==> src/rtl/opr_pkg.sv <==
package opr_pkg;
  localparam int IR_W = 12;
  localparam logic [2:0] OPC_OPERATE = 3'b111;

  // shared bit positions (group select, plus group-1 controls)
  localparam int B_GRP   = 8;
  localparam int B_CLRAC = 7;
  localparam int B_CLRLK = 6;
  localparam int B_INVAC = 5;
  localparam int B_INVLK = 4;
  localparam int B_ROTR  = 3;
  localparam int B_ROTL  = 2;
  localparam int B_DBL   = 1;
  localparam int B_INC   = 0;
  // group-2 positions
  localparam int B_TNEG  = 6;
  localparam int B_TZERO = 5;
  localparam int B_TLINK = 4;
  localparam int B_REV   = 3;
  localparam int B_MERGE = 2;
  localparam int B_STOP  = 1;
  localparam int B_EXTA  = 0;

  typedef struct packed {
    logic clr_ac;
    logic clr_lk;
    logic inv_ac;
    logic inv_lk;
    logic rot_r;
    logic rot_l;
    logic dbl;
    logic inc;
  } g1_ctl_t;

  function automatic g1_ctl_t g1_decode(input logic [IR_W-1:0] ir);
    g1_ctl_t c;
    c.clr_ac = ir[B_CLRAC];
    c.clr_lk = ir[B_CLRLK];
    c.inv_ac = ir[B_INVAC];
    c.inv_lk = ir[B_INVLK];
    c.rot_r  = ir[B_ROTR];
    c.rot_l  = ir[B_ROTL];
    c.dbl    = ir[B_DBL];
    c.inc    = ir[B_INC];
    return c;
  endfunction
endpackage

==> src/rtl/opr_group1.sv <==
module opr_group1 import opr_pkg::*; #(
  parameter int WORD_W = 12
) (
  input  g1_ctl_t           ctl,
  input  logic [WORD_W-1:0] ac_i,
  input  logic              lk_i,
  output logic [WORD_W-1:0] ac_o,
  output logic              lk_o
);
  localparam int LW     = WORD_W + 1;
  localparam int PASSES = 2;

  logic [WORD_W-1:0] ac_clr, ac_inv;
  logic              lk_clr, lk_inv;

  // clears first, then complements
  always_comb begin
    ac_clr = ctl.clr_ac ? '0 : ac_i;
    lk_clr = ctl.clr_lk ? 1'b0 : lk_i;
    ac_inv = ctl.inv_ac ? ~ac_clr : ac_clr;
    lk_inv = ctl.inv_lk ? ~lk_clr : lk_clr;
  end

  // rotate passes on {link, AC}; the second pass only under the doubling bit
  logic [PASSES:0][LW-1:0] stage;
  assign stage[0] = {lk_inv, ac_inv};

  for (genvar p = 0; p < PASSES; p++) begin : g_pass
    logic [LW-1:0] after_r, after_l;
    always_comb begin
      after_r = ctl.rot_r ? {stage[p][0], stage[p][LW-1:1]} : stage[p];
      after_l = ctl.rot_l ? {after_r[LW-2:0], after_r[LW-1]} : after_r;
    end
    if (p == 0) begin : g_first
      assign stage[p+1] = after_l;
    end else begin : g_more
      assign stage[p+1] = ctl.dbl ? after_l : stage[p];
    end
  end

  // increment last, carry flips the link
  logic [WORD_W:0] sum;
  always_comb begin
    sum  = {1'b0, stage[PASSES][WORD_W-1:0]} + {{WORD_W{1'b0}}, ctl.inc};
    ac_o = sum[WORD_W-1:0];
    lk_o = stage[PASSES][LW-1] ^ sum[WORD_W];
  end
endmodule

==> src/rtl/opr_group2.sv <==
module opr_group2 import opr_pkg::*; #(
  parameter int WORD_W = 12
) (
  input  logic [IR_W-1:0]   ir,
  input  logic [WORD_W-1:0] ac_i,
  input  logic              lk_i,
  input  logic [WORD_W-1:0] sw_i,
  output logic [WORD_W-1:0] ac_o,
  output logic              skip_o,
  output logic              halt_o
);
  localparam int NCOND = 3;

  logic [NCOND-1:0] sel, truth;
  logic             any_hit;
  logic [WORD_W-1:0] ac_cleared;

  always_comb begin
    // conditions are sampled from AC before any clear
    sel     = {ir[B_TNEG], ir[B_TZERO], ir[B_TLINK]};
    truth   = {ac_i[WORD_W-1], (ac_i == '0), lk_i};
    any_hit = |(sel & truth);
    // reverse sense
    skip_o  = ir[B_REV] ? ~any_hit : any_hit;
    // clear then merge switches
    ac_cleared = ir[B_CLRAC] ? '0 : ac_i;
    ac_o       = ir[B_MERGE] ? (ac_cleared | sw_i) : ac_cleared;
    // request; R9 extended-arithmetic bit deliberately unused
    halt_o  = ir[B_STOP];
  end

  logic unused_exta;
  assign unused_exta = ir[B_EXTA];
endmodule

==> src/rtl/opr_rst_sync.sv <==
module opr_rst_sync #(
  parameter int STAGES = 2
) (
  input  logic clk,
  input  logic rst_n,
  output logic srst_n
);
  logic [STAGES-1:0] chain;
  always_ff @(posedge clk or negedge rst_n) begin
    if (!rst_n) chain <= '0;
    else        chain <= {chain[STAGES-2:0], 1'b1};
  end
  assign srst_n = chain[STAGES-1];
endmodule

==> src/rtl/opr_exec_unit.sv <==
module opr_exec_unit import opr_pkg::*; #(
  parameter int WORD_W = 12
) (
  input  logic              clk,
  input  logic              rst_n,
  input  logic              exec_en,
  input  logic [IR_W-1:0]   instr,
  input  logic [WORD_W-1:0] ac_in,
  input  logic              link_in,
  input  logic [WORD_W-1:0] sw_reg,
  input  logic              cont_in,
  output logic [WORD_W-1:0] ac_out,
  output logic              link_out,
  output logic              skip_req,
  output logic              halt_req
);
  logic srst_n;
  opr_rst_sync #(.STAGES(2)) u_rst (.clk(clk), .rst_n(rst_n), .srst_n(srst_n));

  logic is_opr, grp2, fire;
  assign is_opr = (instr[IR_W-1:IR_W-3] == OPC_OPERATE);
  assign grp2   = instr[B_GRP];
  assign fire   = exec_en && is_opr;

  logic [WORD_W-1:0] g1_ac, g2_ac;
  logic              g1_lk, g2_skip, g2_halt;

  opr_group1 #(.WORD_W(WORD_W)) u_g1 (
    .ctl(g1_decode(instr)), .ac_i(ac_in), .lk_i(link_in),
    .ac_o(g1_ac), .lk_o(g1_lk)
  );

  opr_group2 #(.WORD_W(WORD_W)) u_g2 (
    .ir(instr), .ac_i(ac_in), .lk_i(link_in), .sw_i(sw_reg),
    .ac_o(g2_ac), .skip_o(g2_skip), .halt_o(g2_halt)
  );

  logic [WORD_W-1:0] ac_q, ac_d;
  logic              lk_q, lk_d, skip_q, skip_d, halt_q, halt_d;

  // next state
  always_comb begin
    ac_d   = ac_q;
    lk_d   = lk_q;
    skip_d = 1'b0;
    halt_d = cont_in ? 1'b0 : halt_q;
    if (fire) begin
      if (grp2) begin
        ac_d   = g2_ac;
        lk_d   = link_in;
        skip_d = g2_skip;
        if (g2_halt) halt_d = 1'b1;
      end else begin
        ac_d = g1_ac;
        lk_d = g1_lk;
      end
    end
  end

  // registers: async assert, synchronous release via srst_n
  always_ff @(posedge clk or negedge srst_n) begin
    if (!srst_n) begin
      ac_q   <= '0;
      lk_q   <= 1'b0;
      skip_q <= 1'b0;
      halt_q <= 1'b0;
    end else begin
      if (fire) begin
        ac_q <= ac_d;
        lk_q <= lk_d;
      end
      skip_q <= skip_d;
      halt_q <= halt_d;
    end
  end

  assign ac_out   = ac_q;
  assign link_out = lk_q;
  assign skip_req = skip_q;
  assign halt_req = halt_q;

  // without an operate execute the outputs hold
  p_hold_r10: assert property (@(posedge clk) disable iff (!srst_n)
    !(exec_en && is_opr) |=> ($stable(ac_out) && $stable(link_out)));

  // a skip only follows an execute
  p_skip_after_exec_r11: assert property (@(posedge clk) disable iff (!srst_n)
    skip_req |-> $past(exec_en && is_opr && grp2));

  // all-ones AC with a bare increment wraps and flips the link
  p_wrap_r4: assert property (@(posedge clk) disable iff (!srst_n)
    (exec_en && is_opr && !grp2 && instr[7:0] == 8'b0000_0001 && ac_in == '1)
    |=> (ac_out == '0 && link_out != $past(link_in)));

  // reverse with nothing selected always skips
  p_rev_none_r6: assert property (@(posedge clk) disable iff (!srst_n)
    (exec_en && is_opr && grp2 && instr[6:3] == 4'b0001) |=> skip_req);

  // group 2 leaves the link alone
  p_link_keep_r7: assert property (@(posedge clk) disable iff (!srst_n)
    (exec_en && is_opr && grp2) |=> (link_out == $past(link_in)));

  // halt persists without continue, continue clears it
  p_halt_hold_r8: assert property (@(posedge clk) disable iff (!srst_n)
    (halt_req && !cont_in) |=> halt_req);
  p_cont_clear_r8: assert property (@(posedge clk) disable iff (!srst_n)
    (cont_in && !(exec_en && is_opr && grp2 && instr[B_STOP])) |=> !halt_req);
endmodule

==> config.mk <==
export PLATFORM = sky130hd
export DESIGN_NAME = opr_exec_unit
export DESIGN_NICKNAME = d
export VERILOG_FILES = /design/src/rtl/opr_pkg.sv /design/src/rtl/opr_group1.sv /design/src/rtl/opr_group2.sv /design/src/rtl/opr_rst_sync.sv /design/src/rtl/opr_exec_unit.sv
export SDC_FILE = /design/constraint.sdc
export NUM_CORES = 1
export LEC_CHECK = 0
export BUFFER_PORTS_ARGS = -buffer_cell sky130_fd_sc_hd__buf_4
export CORE_MARGIN = 3
export CORE_UTILIZATION = 40
export CTS_CLUSTER_SIZE = 12
export DETAILED_ROUTE_END_ITERATION = 10
export SYNTH_ARGS = -nofsm -noshare
export SYNTH_HDL_FRONTEND = slang
export SYNTH_HIERARCHICAL = 1
export SYNTH_SLANG_ARGS = --single-unit
export TNS_END_PERCENT = 1
==> constraint.sdc <==
create_clock -name clk -period 0.8 [get_ports clk]
set_input_delay 0.16 -clock clk [delete_from_list [all_inputs] [get_ports clk]]
set_output_delay 0.16 -clock clk [all_outputs]
set_load 0.05 [all_outputs]
==> run_results.csv <==
group,metric,value,unit
critical_path,reg2reg_depth,1,
die,rows,29,
pwr,sw_frac_of_total,0.425,
clock_tree,cts_buffers,3,
pwr,p_leak,2.13,nW
drt,ant_nets,0,
timing,whs,177,ps
flow_run,timing.max_cap.violations,0,
yosys,synth-simple-area-share,0.215,
die,die_height,88.6,um
layout,final_layout_size_suffix_gt1_frac,0.569,
drt,drc,0,
placement,place_hpwl,7300,um
pwr,peakVddDrop,0.00112,V
layout,fillCellCount,516,
timing,finalSetupViolCount,29,
min_path,hp-class,"flip-flop to async pin",
pwr,p_per_area,1310,nW/um^2
yosys,synth_seq_cells,17,
placement,port_buffers,55,
layout,area_growth,67.6,%
yosys,synth_ff_type,"dfrtp_1",
timing,period_share,3.12,
yosys,synthMuxAreaShare,0.268,
global_routing,first_global_vias,2929,
yosys,syn_area_per_cell,8.35,sq um
pwr,pwr-share-comb,0.688,
yosys,synth_compound_area_frac,0.176,
pwr,seqPwrFrac,0.203,
yosys,synth_top_family_by_area,"multiplexers",
critical_path,required,940,ps
layout,num_antenna_cells,0,
critical_path,cp_max_fo,6,
drt,drt_iter0_drc,193,
yosys,synth_xor_area_frac,0.0866,
yosys,synthesis.area,2730,sq um
pwr,clockPowerShare,0.108,
die,dieArea,7850,sq um
timing,finalSetupTns,-23180,ps
clock_tree,clockRootBuffer,"clkbuf_8",
critical_path,start_kind,"input port",
yosys,synth-edff-count,0,
outcome,violations,"negative setup slack",
critical_path,critPathLaunch,"instr[3]",
global_routing,grt_max_degree,17,
timing,rsz0062_at_grt,"yes",
global_routing,grt_overflow_total,0,
critical_path,rrSetupSlack,0,ps
yosys,syn-num-nets,371,
die,io_pins,56,
drt,route.detailed.wl_per_inst,17.5,um
die,dieWidth,88.6,um
pwr,internal_power,3.46,mW
drt,wirelength,9700,um
clock_tree,cts.path.max_buffers,2,
global_routing,grt_pass1_wl,14700,um
yosys,ys_seq_area_frac,0.156,
clock_tree,path_clk_slew,70,ps
timing,clock_skew,4.58,ps
timing,fin_crit,2500,ps
outcome,status,"finished, violations left",
yosys,synth-async-reset-ratio,1.00,
yosys,syn_inst,327,
timing,fin_ws,-1700,ps
pwr,power,6.02,mW
yosys,synthAdderAreaFrac,0.0137,
critical_path,critPathKind,"input port to flip-flop",
placement,place.gp.congestion,0.920,
drt,vias,3109,
yosys,yosys_warnings,6,
pwr,p_switching,2.56,mW
clock_tree,cts_sinks,17,
placement,place_ws,-2120,ps
critical_path,end_kind,"flip-flop",
layout,fin_nets,523,
clock_tree,cts_max_level,1,
critical_path,arrival,2640,ps
timing,fmax,401,MHz
timing,maxSlewViolCount,0,
clock_tree,cts_tree,"done",
drt,first_pass_iters,5,
clock_tree,worstSkewPairLatency,250,ps
die,core,6490,sq um
yosys,synth.distinct_cells,68,
drt,vias_per_cell,5.60,
critical_path,r2r-start,"ac_out[10]$_DFFE_PN0P_",
critical_path,crit_end,"link_out$_DFFE_PN0P_",
die,start_util,0.420,
global_routing,globalRouteTotalUtil,0.238,
timing,hold_viol,0,
global_routing,antenna_found_initial,0,
critical_path,rr_endpoint,"ac_out[10]$_DFFE_PN0P_",
metal layers:
layer	routed length, um	vias up	global-route usage	share of wire
li1	-	1495	-	-
met1	4470	1487	0.338	0.46
met2	4580	113	0.402	0.47
met3	509	14	0.0251	0.052
met4	143	0	0.0288	0.015
met5	0	-	0	0
layout make-up:
class,count,area [sq um],share of cell area
timing repair buffer,171,1480,0.324
clock buffer,3,41.3,0.00902
multi-input combinational,268,2450,0.535
sequential,17,425,0.0929
tap,77,96.3,0.0210
clock inverter,1,5.00,0.00109
inverter,18,76.3,0.0167
power groups by stage:
stage,Combinational [mW],Clock (mW),Sequential (mW)
5_1_grt,4.38,0.697,1.25
3_5_place_dp,3.52,0,1.20
3_3_place_gp,3.50,0,1.19
2_1_floorplan,1.46,0,1.91
6_report,4.14,0.652,1.22
4_1_cts,3.87,0.657,1.22
sequential cells by signal, indices dropped and copies added (netlist names):
register	cells
link_out	1
halt_req	1
ac_out	12
u_rst/chain	2
skip_req	1
cells in the mapped netlist, types with 6 or more instances:
library cell	count	area, sq um
dfrtp_1	17	425
mux2_2	20	225
buf_2	9	45.0
mux2i_1	21	210
xor2_1	10	87.6
nand2_1	34	128
o21ai_0	25	125
nand3_1	6	30.0
nor2_1	19	71.3
a21oi_1	9	45.0
nor3_1	11	55.1
inv_1	17	63.8
a221oi_1	6	52.6
xnor2_1	17	149
mux2_4	16	240
nor2b_1	7	43.8
stage by stage:
stage | util | cells | cell area, sq um
2_1_floorplan | - | 327 | 2850
3_5_place_dp | 0.606 | 535 | 3930
3_3_place_gp | 0.606 | 535 | 3930
4_1_cts | 0.660 | 547 | 4290
5_1_grt | 0.705 | 555 | 4580
6_report | 0.705 | 555 | 4580
what timing repair did:
action / in CTS / in global routing
hold endpoints to repair: 2 / 0
pin swaps: 21 / 22
setup buffers: 7 / 7
hold buffers: 1 / 0
gates resized for setup: 61 / 44
endpoints found under the setup margin: 29 / 29
gates cloned: 0 / 1
worst max-delay path: stages:
cell and delay, ps:
buf_12 120, buf_12 130, mux2i_4 190, buf_6 120, nor2_4 130, buf_4 130, mux2i_1 70, o21ai_1 120
nand2_1 100, or3b_4 430, nor4b_4 300, xnor2_1 110, mux2_4 280, mux2_4 250
cells in the final DEF, fill, tap and decap left out, types with 3 or more instances in the layout:
master    count
nand3_1       3
clkbuf_8      3
nor3_1        4
nand2_1      32
a21oi_1       6
ha_4          3
a221oi_2      5
xor2_1        9
o22ai_1       3
mux2_1        3
buf_12        6
nor2_1       18
xnor2_1      15
mux2i_4       4
nor3_2        5
o21ai_1       4
buf_6        22
nand4_1       3
a21oi_2       3
mux2i_1      17
mux2_4       22
dfrtp_1      17
and2_1        3
buf_8         3
nor2b_1       4
mux2_2       14
o21ai_0      20
inv_1        15
buf_4       138
worst min path at each step:
stage	endpoint	slack (ps)	start
2_1_floorplan	u_rst/chain[0]$_DFF_PN0_	-140	rst_n
3_3_place_gp	u_rst/chain[0]$_DFF_PN0_	-60	rst_n
3_5_place_dp	u_rst/chain[0]$_DFF_PN0_	-60	rst_n
4_1_cts	ac_out[11]$_DFFE_PN0P_	180	u_rst/chain[1]$_DFF_PN0_
5_1_grt	ac_out[0]$_DFFE_PN0P_	210	u_rst/chain[1]$_DFF_PN0_
6_report	ac_out[11]$_DFFE_PN0P_	180	u_rst/chain[1]$_DFF_PN0_
logic make-up after synthesis:
kind of cell | count (synthesis)
xor+xnor | 27
compound gates | 70
mux | 61
buf+inv | 42
other cells | 1
flops | 17
simple gates | 106
fa+ha+maj | 3
Power figures use the tool's default switching activity.
